$ cat src/rtl/hpw_pkg.sv
package hpw_pkg;
   typedef enum logic [1:0] {
      WK_IDLE,
      WK_SCAN,
      WK_RPN,
      WK_MISS
   } walk_state_t;
endpackage

$ cat src/rtl/hpw_segfile.sv
module hpw_segfile #(
   parameter int SEG_N          = 16,
   parameter int VSID_W         = 24,
   parameter bit CLEAR_ON_RESET = 1'b1,
   localparam int SEL_W         = $clog2(SEG_N)
) (
   input  logic              clk,
   input  logic              rst_n,
   input  logic              wr_en,
   input  logic [SEL_W-1:0]  wr_sel,
   input  logic [VSID_W-1:0] wr_vsid,
   input  logic [SEL_W-1:0]  rd_sel,
   output logic [VSID_W-1:0] rd_vsid
);
   logic [VSID_W-1:0] seg_q [SEG_N];

   generate
      if (CLEAR_ON_RESET) begin : g_clear
         always_ff @(posedge clk or negedge rst_n) begin
            if (!rst_n) begin
               for (int i = 0; i < SEG_N; i++) seg_q[i] <= '0;
            end else if (wr_en) begin
               seg_q[wr_sel] <= wr_vsid;
            end
         end
      end else begin : g_keep
         always_ff @(posedge clk) begin
            if (wr_en) seg_q[wr_sel] <= wr_vsid;
         end
      end
   endgenerate

   assign rd_vsid = seg_q[rd_sel];
endmodule

$ cat src/rtl/hpw_group_hash.sv
module hpw_group_hash #(
   parameter int ADDR_W    = 32,
   parameter int VSID_W    = 24,
   parameter int PIDX_W    = 16,
   parameter int ORG_W     = 16,
   parameter int MASK_W    = 9,
   parameter int HASH_W    = 23,
   parameter int LOW_W     = 10,
   parameter int API_W     = 6,
   parameter int GRP_SHIFT = 6,
   localparam int HI_W     = HASH_W - LOW_W
) (
   input  logic [PIDX_W-1:0] pidx,
   input  logic [VSID_W-1:0] vsid,
   input  logic [ORG_W-1:0]  origin,
   input  logic [MASK_W-1:0] size_mask,
   input  logic              second,
   output logic [ADDR_W-1:0] group_base,
   output logic [ADDR_W-1:0] match_key
);
   logic [HASH_W-1:0] h_pri, h_use;
   logic [HI_W-1:0]   hi_bits;

   always_comb begin
      h_pri      = HASH_W'(pidx) ^ vsid[HASH_W-1:0];
      h_use      = second ? ~h_pri : h_pri;
      hi_bits    = h_use[HASH_W-1:LOW_W] & HI_W'(size_mask);
      group_base = {origin, {(ADDR_W-ORG_W){1'b0}}}
                 + (ADDR_W'(hi_bits) << (ADDR_W - ORG_W))
                 + (ADDR_W'(h_use[LOW_W-1:0]) << GRP_SHIFT);
      match_key  = {1'b1, vsid, second, pidx[PIDX_W-1 -: API_W]};
   end
endmodule

$ cat src/rtl/hpw_walker.sv
module hpw_walker
   import hpw_pkg::*;
#(
   parameter int ADDR_W     = 32,
   parameter int VSID_W     = 24,
   parameter int MASK_W     = 9,
   parameter int ENTRIES    = 8,
   parameter int PAGE_SHIFT = 12,
   parameter int SEL_W      = 4,
   parameter int ORG_W      = 16,
   localparam int PIDX_W    = ADDR_W - SEL_W - PAGE_SHIFT,
   localparam int IDX_W     = $clog2(ENTRIES)
) (
   input  logic              clk,
   input  logic              rst_n,
   input  logic              start,
   input  logic [ADDR_W-1:0] start_ea,
   input  logic              start_store,
   input  logic              start_fetch,
   input  logic [VSID_W-1:0] start_vsid,
   input  logic [ADDR_W-1:0] tbr,
   output logic [PIDX_W-1:0] cur_pidx,
   output logic [VSID_W-1:0] cur_vsid,
   output logic [ORG_W-1:0]  cur_origin,
   output logic [MASK_W-1:0] cur_mask,
   output logic              cur_second,
   input  logic [ADDR_W-1:0] group_base,
   input  logic [ADDR_W-1:0] match_key,
   output logic              mem_req,
   output logic [ADDR_W-1:0] mem_addr,
   input  logic              mem_ack,
   input  logic [ADDR_W-1:0] mem_rdata,
   output logic              busy,
   output logic              done,
   output logic              hit,
   output logic [ADDR_W-1:0] pa,
   output logic              dfault,
   output logic              ifault,
   output logic [1:0]        fault_status,
   output logic [ADDR_W-1:0] fault_addr
);
   localparam logic [IDX_W-1:0] LAST = IDX_W'(ENTRIES - 1);
   localparam int ENT_SHIFT = 3;

   walk_state_t       state_q;
   logic [ADDR_W-1:0] ea_q;
   logic              store_q, fetch_q;
   logic [IDX_W-1:0]  idx_q;

   assign cur_pidx = ea_q[ADDR_W-SEL_W-1:PAGE_SHIFT];
   assign busy     = (state_q != WK_IDLE);
   assign mem_req  = (state_q == WK_SCAN) || (state_q == WK_RPN);
   assign mem_addr = group_base + (ADDR_W'(idx_q) << ENT_SHIFT)
                   + ((state_q == WK_RPN) ? ADDR_W'(4) : '0);

   always_ff @(posedge clk or negedge rst_n) begin
      if (!rst_n) begin
         state_q      <= WK_IDLE;
         ea_q         <= '0;
         store_q      <= 1'b0;
         fetch_q      <= 1'b0;
         idx_q        <= '0;
         cur_vsid     <= '0;
         cur_origin   <= '0;
         cur_mask     <= '0;
         cur_second   <= 1'b0;
         done         <= 1'b0;
         hit          <= 1'b0;
         pa           <= '0;
         dfault       <= 1'b0;
         ifault       <= 1'b0;
         fault_status <= '0;
         fault_addr   <= '0;
      end else begin
         done   <= 1'b0;
         dfault <= 1'b0;
         ifault <= 1'b0;
         unique case (state_q)
            WK_IDLE: if (start) begin
               ea_q       <= start_ea;
               store_q    <= start_store;
               fetch_q    <= start_fetch;
               cur_vsid   <= start_vsid;
               cur_origin <= tbr[ADDR_W-1 -: ORG_W];
               cur_mask   <= tbr[MASK_W-1:0];
               cur_second <= 1'b0;
               idx_q      <= '0;
               state_q    <= (tbr == '0) ? WK_MISS : WK_SCAN;
            end
            WK_SCAN: if (mem_ack) begin
               if (mem_rdata == match_key) begin
                  state_q <= WK_RPN;
               end else if (idx_q == LAST) begin
                  idx_q <= '0;
                  if (cur_second) state_q <= WK_MISS;
                  else cur_second <= 1'b1;
               end else begin
                  idx_q <= idx_q + 1'b1;
               end
            end
            WK_RPN: if (mem_ack) begin
               done    <= 1'b1;
               hit     <= 1'b1;
               pa      <= {mem_rdata[ADDR_W-1:PAGE_SHIFT], ea_q[PAGE_SHIFT-1:0]};
               state_q <= WK_IDLE;
            end
            WK_MISS: begin
               done    <= 1'b1;
               hit     <= 1'b0;
               state_q <= WK_IDLE;
               if (fetch_q) begin
                  ifault <= 1'b1;
               end else begin
                  dfault       <= 1'b1;
                  fault_status <= {store_q, 1'b1};
                  fault_addr   <= ea_q;
               end
            end
            default: state_q <= WK_IDLE;
         endcase
      end
   end
endmodule

$ cat src/rtl/hpw_walk_top.sv
module hpw_walk_top #(
   parameter int ADDR_W     = 32,
   parameter int SEG_N      = 16,
   parameter int VSID_W     = 24,
   parameter int ENTRIES    = 8,
   parameter int MASK_W     = 9,
   parameter int HASH_W     = 23,
   parameter int LOW_W      = 10,
   parameter int API_W      = 6,
   parameter int PAGE_SHIFT = 12,
   parameter int ORG_W      = 16,
   parameter bit SR_CLEAR   = 1'b1,
   localparam int SEL_W     = $clog2(SEG_N),
   localparam int PIDX_W    = ADDR_W - SEL_W - PAGE_SHIFT,
   localparam int GRP_SHIFT = $clog2(ENTRIES * 8)
) (
   input  logic              clk,
   input  logic              rst_n,
   input  logic              sr_we,
   input  logic [SEL_W-1:0]  sr_sel,
   input  logic [VSID_W-1:0] sr_vsid,
   input  logic [ADDR_W-1:0] tbr,
   input  logic              req_valid,
   input  logic [ADDR_W-1:0] req_ea,
   input  logic              req_store,
   input  logic              req_fetch,
   output logic              mem_req,
   output logic [ADDR_W-1:0] mem_addr,
   input  logic              mem_ack,
   input  logic [ADDR_W-1:0] mem_rdata,
   output logic              busy,
   output logic              done,
   output logic              hit,
   output logic [ADDR_W-1:0] pa,
   output logic              dfault,
   output logic              ifault,
   output logic [1:0]        fault_status,
   output logic [ADDR_W-1:0] fault_addr
);
   generate
      if (1 + VSID_W + 1 + API_W != ADDR_W) begin : g_bad_key
         $error("compare key fields must fill one address word");
      end
      if ((ENTRIES & (ENTRIES - 1)) != 0) begin : g_bad_group
         $error("group entry count must be a power of two");
      end
      if (MASK_W > HASH_W - LOW_W || VSID_W < HASH_W) begin : g_bad_hash
         $error("hash widths are inconsistent");
      end
      if (GRP_SHIFT + LOW_W != ADDR_W - ORG_W) begin : g_bad_org
         $error("group offset must end at the table origin alignment");
      end
   endgenerate

   logic [VSID_W-1:0] rd_vsid, cur_vsid;
   logic [PIDX_W-1:0] cur_pidx;
   logic [ORG_W-1:0]  cur_origin;
   logic [MASK_W-1:0] cur_mask;
   logic              cur_second;
   logic [ADDR_W-1:0] group_base, match_key;

   hpw_segfile #(.SEG_N(SEG_N), .VSID_W(VSID_W), .CLEAR_ON_RESET(SR_CLEAR)) u_seg (
      .clk(clk), .rst_n(rst_n), .wr_en(sr_we), .wr_sel(sr_sel), .wr_vsid(sr_vsid),
      .rd_sel(req_ea[ADDR_W-1 -: SEL_W]), .rd_vsid(rd_vsid)
   );

   hpw_group_hash #(
      .ADDR_W(ADDR_W), .VSID_W(VSID_W), .PIDX_W(PIDX_W), .ORG_W(ORG_W),
      .MASK_W(MASK_W), .HASH_W(HASH_W), .LOW_W(LOW_W), .API_W(API_W),
      .GRP_SHIFT(GRP_SHIFT)
   ) u_hash (
      .pidx(cur_pidx), .vsid(cur_vsid), .origin(cur_origin), .size_mask(cur_mask),
      .second(cur_second), .group_base(group_base), .match_key(match_key)
   );

   hpw_walker #(
      .ADDR_W(ADDR_W), .VSID_W(VSID_W), .MASK_W(MASK_W), .ENTRIES(ENTRIES),
      .PAGE_SHIFT(PAGE_SHIFT), .SEL_W(SEL_W), .ORG_W(ORG_W)
   ) u_walk (
      .clk(clk), .rst_n(rst_n), .start(req_valid), .start_ea(req_ea),
      .start_store(req_store), .start_fetch(req_fetch), .start_vsid(rd_vsid), .tbr(tbr),
      .cur_pidx(cur_pidx), .cur_vsid(cur_vsid), .cur_origin(cur_origin),
      .cur_mask(cur_mask), .cur_second(cur_second),
      .group_base(group_base), .match_key(match_key),
      .mem_req(mem_req), .mem_addr(mem_addr), .mem_ack(mem_ack), .mem_rdata(mem_rdata),
      .busy(busy), .done(done), .hit(hit), .pa(pa), .dfault(dfault), .ifault(ifault),
      .fault_status(fault_status), .fault_addr(fault_addr)
   );
endmodule

$ cat config.mk
export PLATFORM = sky130hd
export DESIGN_NAME = hpw_walk_top
export DESIGN_NICKNAME = d
export VERILOG_FILES = /design/src/rtl/hpw_pkg.sv /design/src/rtl/hpw_segfile.sv /design/src/rtl/hpw_group_hash.sv /design/src/rtl/hpw_walker.sv /design/src/rtl/hpw_walk_top.sv
export SDC_FILE = /design/constraint.sdc
export NUM_CORES = 1
export LEC_CHECK = 0
export ABC_AREA = 1
export ABC_CLOCK_PERIOD_IN_PS = 2700
export BUFFER_PORTS_ARGS = -buffer_cell sky130_fd_sc_hd__buf_4
export CAP_MARGIN = 40
export CORE_ASPECT_RATIO = 0.75
export CORE_MARGIN = 4
export CORE_UTILIZATION = 32
export DETAILED_ROUTE_END_ITERATION = 16
export GPL_ROUTABILITY_DRIVEN = 0
export PLACE_DENSITY = 0.57
export SLEW_MARGIN = 10
export SYNTH_ARGS = -nofsm -noshare
export SYNTH_HDL_FRONTEND = slang
export SYNTH_SLANG_ARGS = --single-unit
$ cat constraint.sdc
create_clock -name clk -period 2.7 [get_ports clk]
set_input_delay 0.135 -clock clk [delete_from_list [all_inputs] [get_ports clk]]
set_output_delay 0.135 -clock clk [all_outputs]
set_load 0.02 [all_outputs]
==> out/metrics.yaml <==
finalSetupViolCount: 13
setup.worst_path.start_class: "register"
cp-end-kind: "output pin"
outcome: "complete, but fails checks"
antenna_found_initial: 0
ys_types: 35
drv_cap: 0
synth-seq-area-share_pct: 55.3
nFillCells: 7536
io_pins: 235
p_comb_share_pct: 33.0
postRouteAntennaNets: 0
clock_power_share_pct: 26.9
whs_ns: 0.0209
hold_viol: 0
critPathMaxFanout: 4
timing.final.ws_setup_ns: -0.447
ys_ff_latch: 543
die_w_um: 328
intPower_mw: 19.3
synth_top_cell_by_area: "dfrtp_1"
violations: "setup timing"
fin_skew_ns: 0.0243
first_iter_violations: 1973
synth_top_area_share_pct: 55.3
crit_required_ns: 2.57
dr.pass1.iters: 5
syn-instance-count: 2892
rsz0062_at_grt: "yes"
critical_path_arrival_ns: 3.01
htree_levels: 2
grt_max_degree: 129
yosys-top-cells-count: "632 x nand2_1, 566 x o21ai_0, 543 x dfrtp_1"
rows: 87
routed_wl_mm: 80.8
clk_pin_slew_worst_paths_ns: 0.07
peakVddDrop_mv: 0.441
seq_power_share_pct: 40.1
hold_path.class: "input pin to asynchronous set/reset pin"
fmax_mhz: 318
r2r_start: "u_walk.state_q[0]"
synthToLayoutAreaGrowth_pct: 24.8
cts_root_buffer: "clkbuf_16"
nNetsFinal: 3301
track_usage_pct: 19.5
die_h_um: 248
portBuffers: 232
total_leakage_power_nw: 14.3
routed_via_density: 4.95
clk-insertion-delay-late_ns: 0.62
wire_per_inst_um: 19.1
tightest_slew_ns: 0.841
synth-edff-count: 0
fin_crit_ns: 3.15
cts.sinks: 543
maxSlewHeadroom_pct: 43.9
report.final.slew_viol_count: 0
clk_path_buf_depth: 3
drive_above_1_share_pct: 15.1
dp_hpwl_mm: 50.8
yosys-top-cells-area: "dfrtp_1 55%, o21ai_0 12%, nand2_1 9.6%"
fin_crit_sh_pct: 117
synth_ff_type: "dfrtp_1"
power.density_nw_per_um2: 977
vias: 20900
initial_core_util_pct: 32.5
critPathLaunch: "u_walk.ea_q[25]"
core_um2: 75700
dieArea_um2: 81400
async_reset_ff_share_pct: 100
cts_tree: "done"
yosysWarningCount: 0
switching_share_pct: 35.5
finalPower_mw: 30.0
grt_pass1_wl_mm: 124
synth_most_common_cell: "nand2_1"
cts_buffers: 55
crit_type: "register to output pin"
switching_power_mw: 10.6
first_global_vias: 20200
syn_area_per_cell_um2: 8.50
syn_area_um2: 24600
grt_overflow: 0
drc: 0
## critical path, cell delays in order (launching register included)
cell	delay, ns
dfrtp_1	0.40
xnor2_2	0.20
xor2_1	0.17
nor2_1	0.06
ha_1	0.36
buf_6	0.13
nand2_2	0.04
nor2_1	0.10
nand2_1	0.07
nand3_2	0.10
nand2_1	0.07
nand2_2	0.11
nand4_1	0.11
xnor2_1	0.26
buf_4	0.20
## per-stage QoR
| step | util (%) | instances | area (µm²) | setup TNS (ns) | setup slack, ns |
|---|---|---|---|---|---|
| 2_1_floorplan | - | 2893 | 24600 | 0 | 0.0418 |
| 3_3_place_gp | 36.3 | 4003 | 27400 | 0 | 0.0758 |
| 3_5_place_dp | 36.3 | 4003 | 27400 | 0 | 0.120 |
| 4_1_cts | 40.3 | 4208 | 30500 | -3.33 | -0.393 |
| 5_1_grt | 40.6 | 4219 | 30700 | -5.60 | -0.640 |
| 6_report | 40.6 | 4220 | 30700 | -3.52 | -0.447 |
## area by class of cell
cell class              instances  area [µm²]  share of cell area, %
multi-input cells            1947        9540                   31.1
repair buffers                416        3640                   11.9
clock inverters                17         230                  0.750
diodes                          1        2.50                0.00816
inverters                     190         721                   2.35
flip-flops and latches        543       13600                   44.3
clock buffers                  83        1670                   5.45
well taps                    1023        1280                   4.17
## power groups by stage
stage / registers (mW) / clock network (mW) / logic (mW)
global placement: 12.0 / 0 / 9.02
finish: 12.0 / 8.06 / 9.88
CTS: 12.0 / 8.20 / 9.56
floorplan: 12.3 / 0 / 4.91
global route: 12.3 / 8.54 / 10.9
detailed placement: 12.1 / 0 / 9.12
## sequential cells by signal (all words and copies together) (netlist names), 2 cells and up
signal / count
u_seg.seg_q: 384
u_walk.cur_mask: 9
u_walk.cur_origin: 16
u_walk.cur_vsid: 24
u_walk.ea_q: 32
u_walk.fault_addr: 32
u_walk.fault_status: 2
u_walk.idx_q: 3
u_walk.pa: 32
u_walk.state_q: 2
## placed cells by master, fill, tap and decap left out, drive strengths merged, types with 26 or more instances in the layout
cell | netlist | routed
dlygate4sd3 | 0 | 99
nor2 | 308 | 308
xnor2 | 26 | 26
o21ai | 636 | 636
dfrtp | 543 | 543
o221ai | 65 | 65
clkbuf | 106 | 83
nand2 | 632 | 632
a21oi | 107 | 107
buf | 107 | 317
inv | 188 | 187
nand3 | 65 | 65
## kinds of logic after synthesis
family | share of synthesized area [%]
AND/OR/NAND/NOR | 16.3
AO/OA/AOI/OAI | 18.7
flip-flops | 55.3
buffers and inverters | 7.01
XOR/XNOR | 1.82
adder cells (fa/ha/maj) | 0.896
other | 0.0153
## metal layers
layer	global-route usage, %	vias up	wire length (µm)	share of wire, %
met5	0	-	0	0
met4	6.05	0	2440	3.0
met3	3.10	133	4340	5.4
met2	30.6	526	36800	46
met1	27.7	10200	37200	46
li1	-	10000	-	-
## worst paths after layout
| kind | end | cells past startpoint | slack (ns) |
|---|---|---|---|
| setup / recovery | mem_addr[29] | 14 | -0.45 |
| hold / removal | u_seg.seg_q[329] | 2 | 0.02 |
| setup reg to reg | u_walk.pa[12] | 8 | 0.64 |
| hold reg to reg | u_seg.seg_q[148] | 2 | 0.48 |
| max in group asynchronous | u_seg.seg_q[112] | 3 | 1.67 |
| min in group clk | u_walk.cur_vsid[1] | 4 | 0.05 |
## what timing repair did
action / CTS / global route
gates resized for setup: 27 / 24
hold buffers: 99 / 0
cloned: 0 / 0
setup endpoints to repair: 13 / 14
setup buffers: 7 / 11
endpoints found under the hold margin: 654 / 0
pin swaps: 10 / 16
Power figures use the tool's default switching activity.
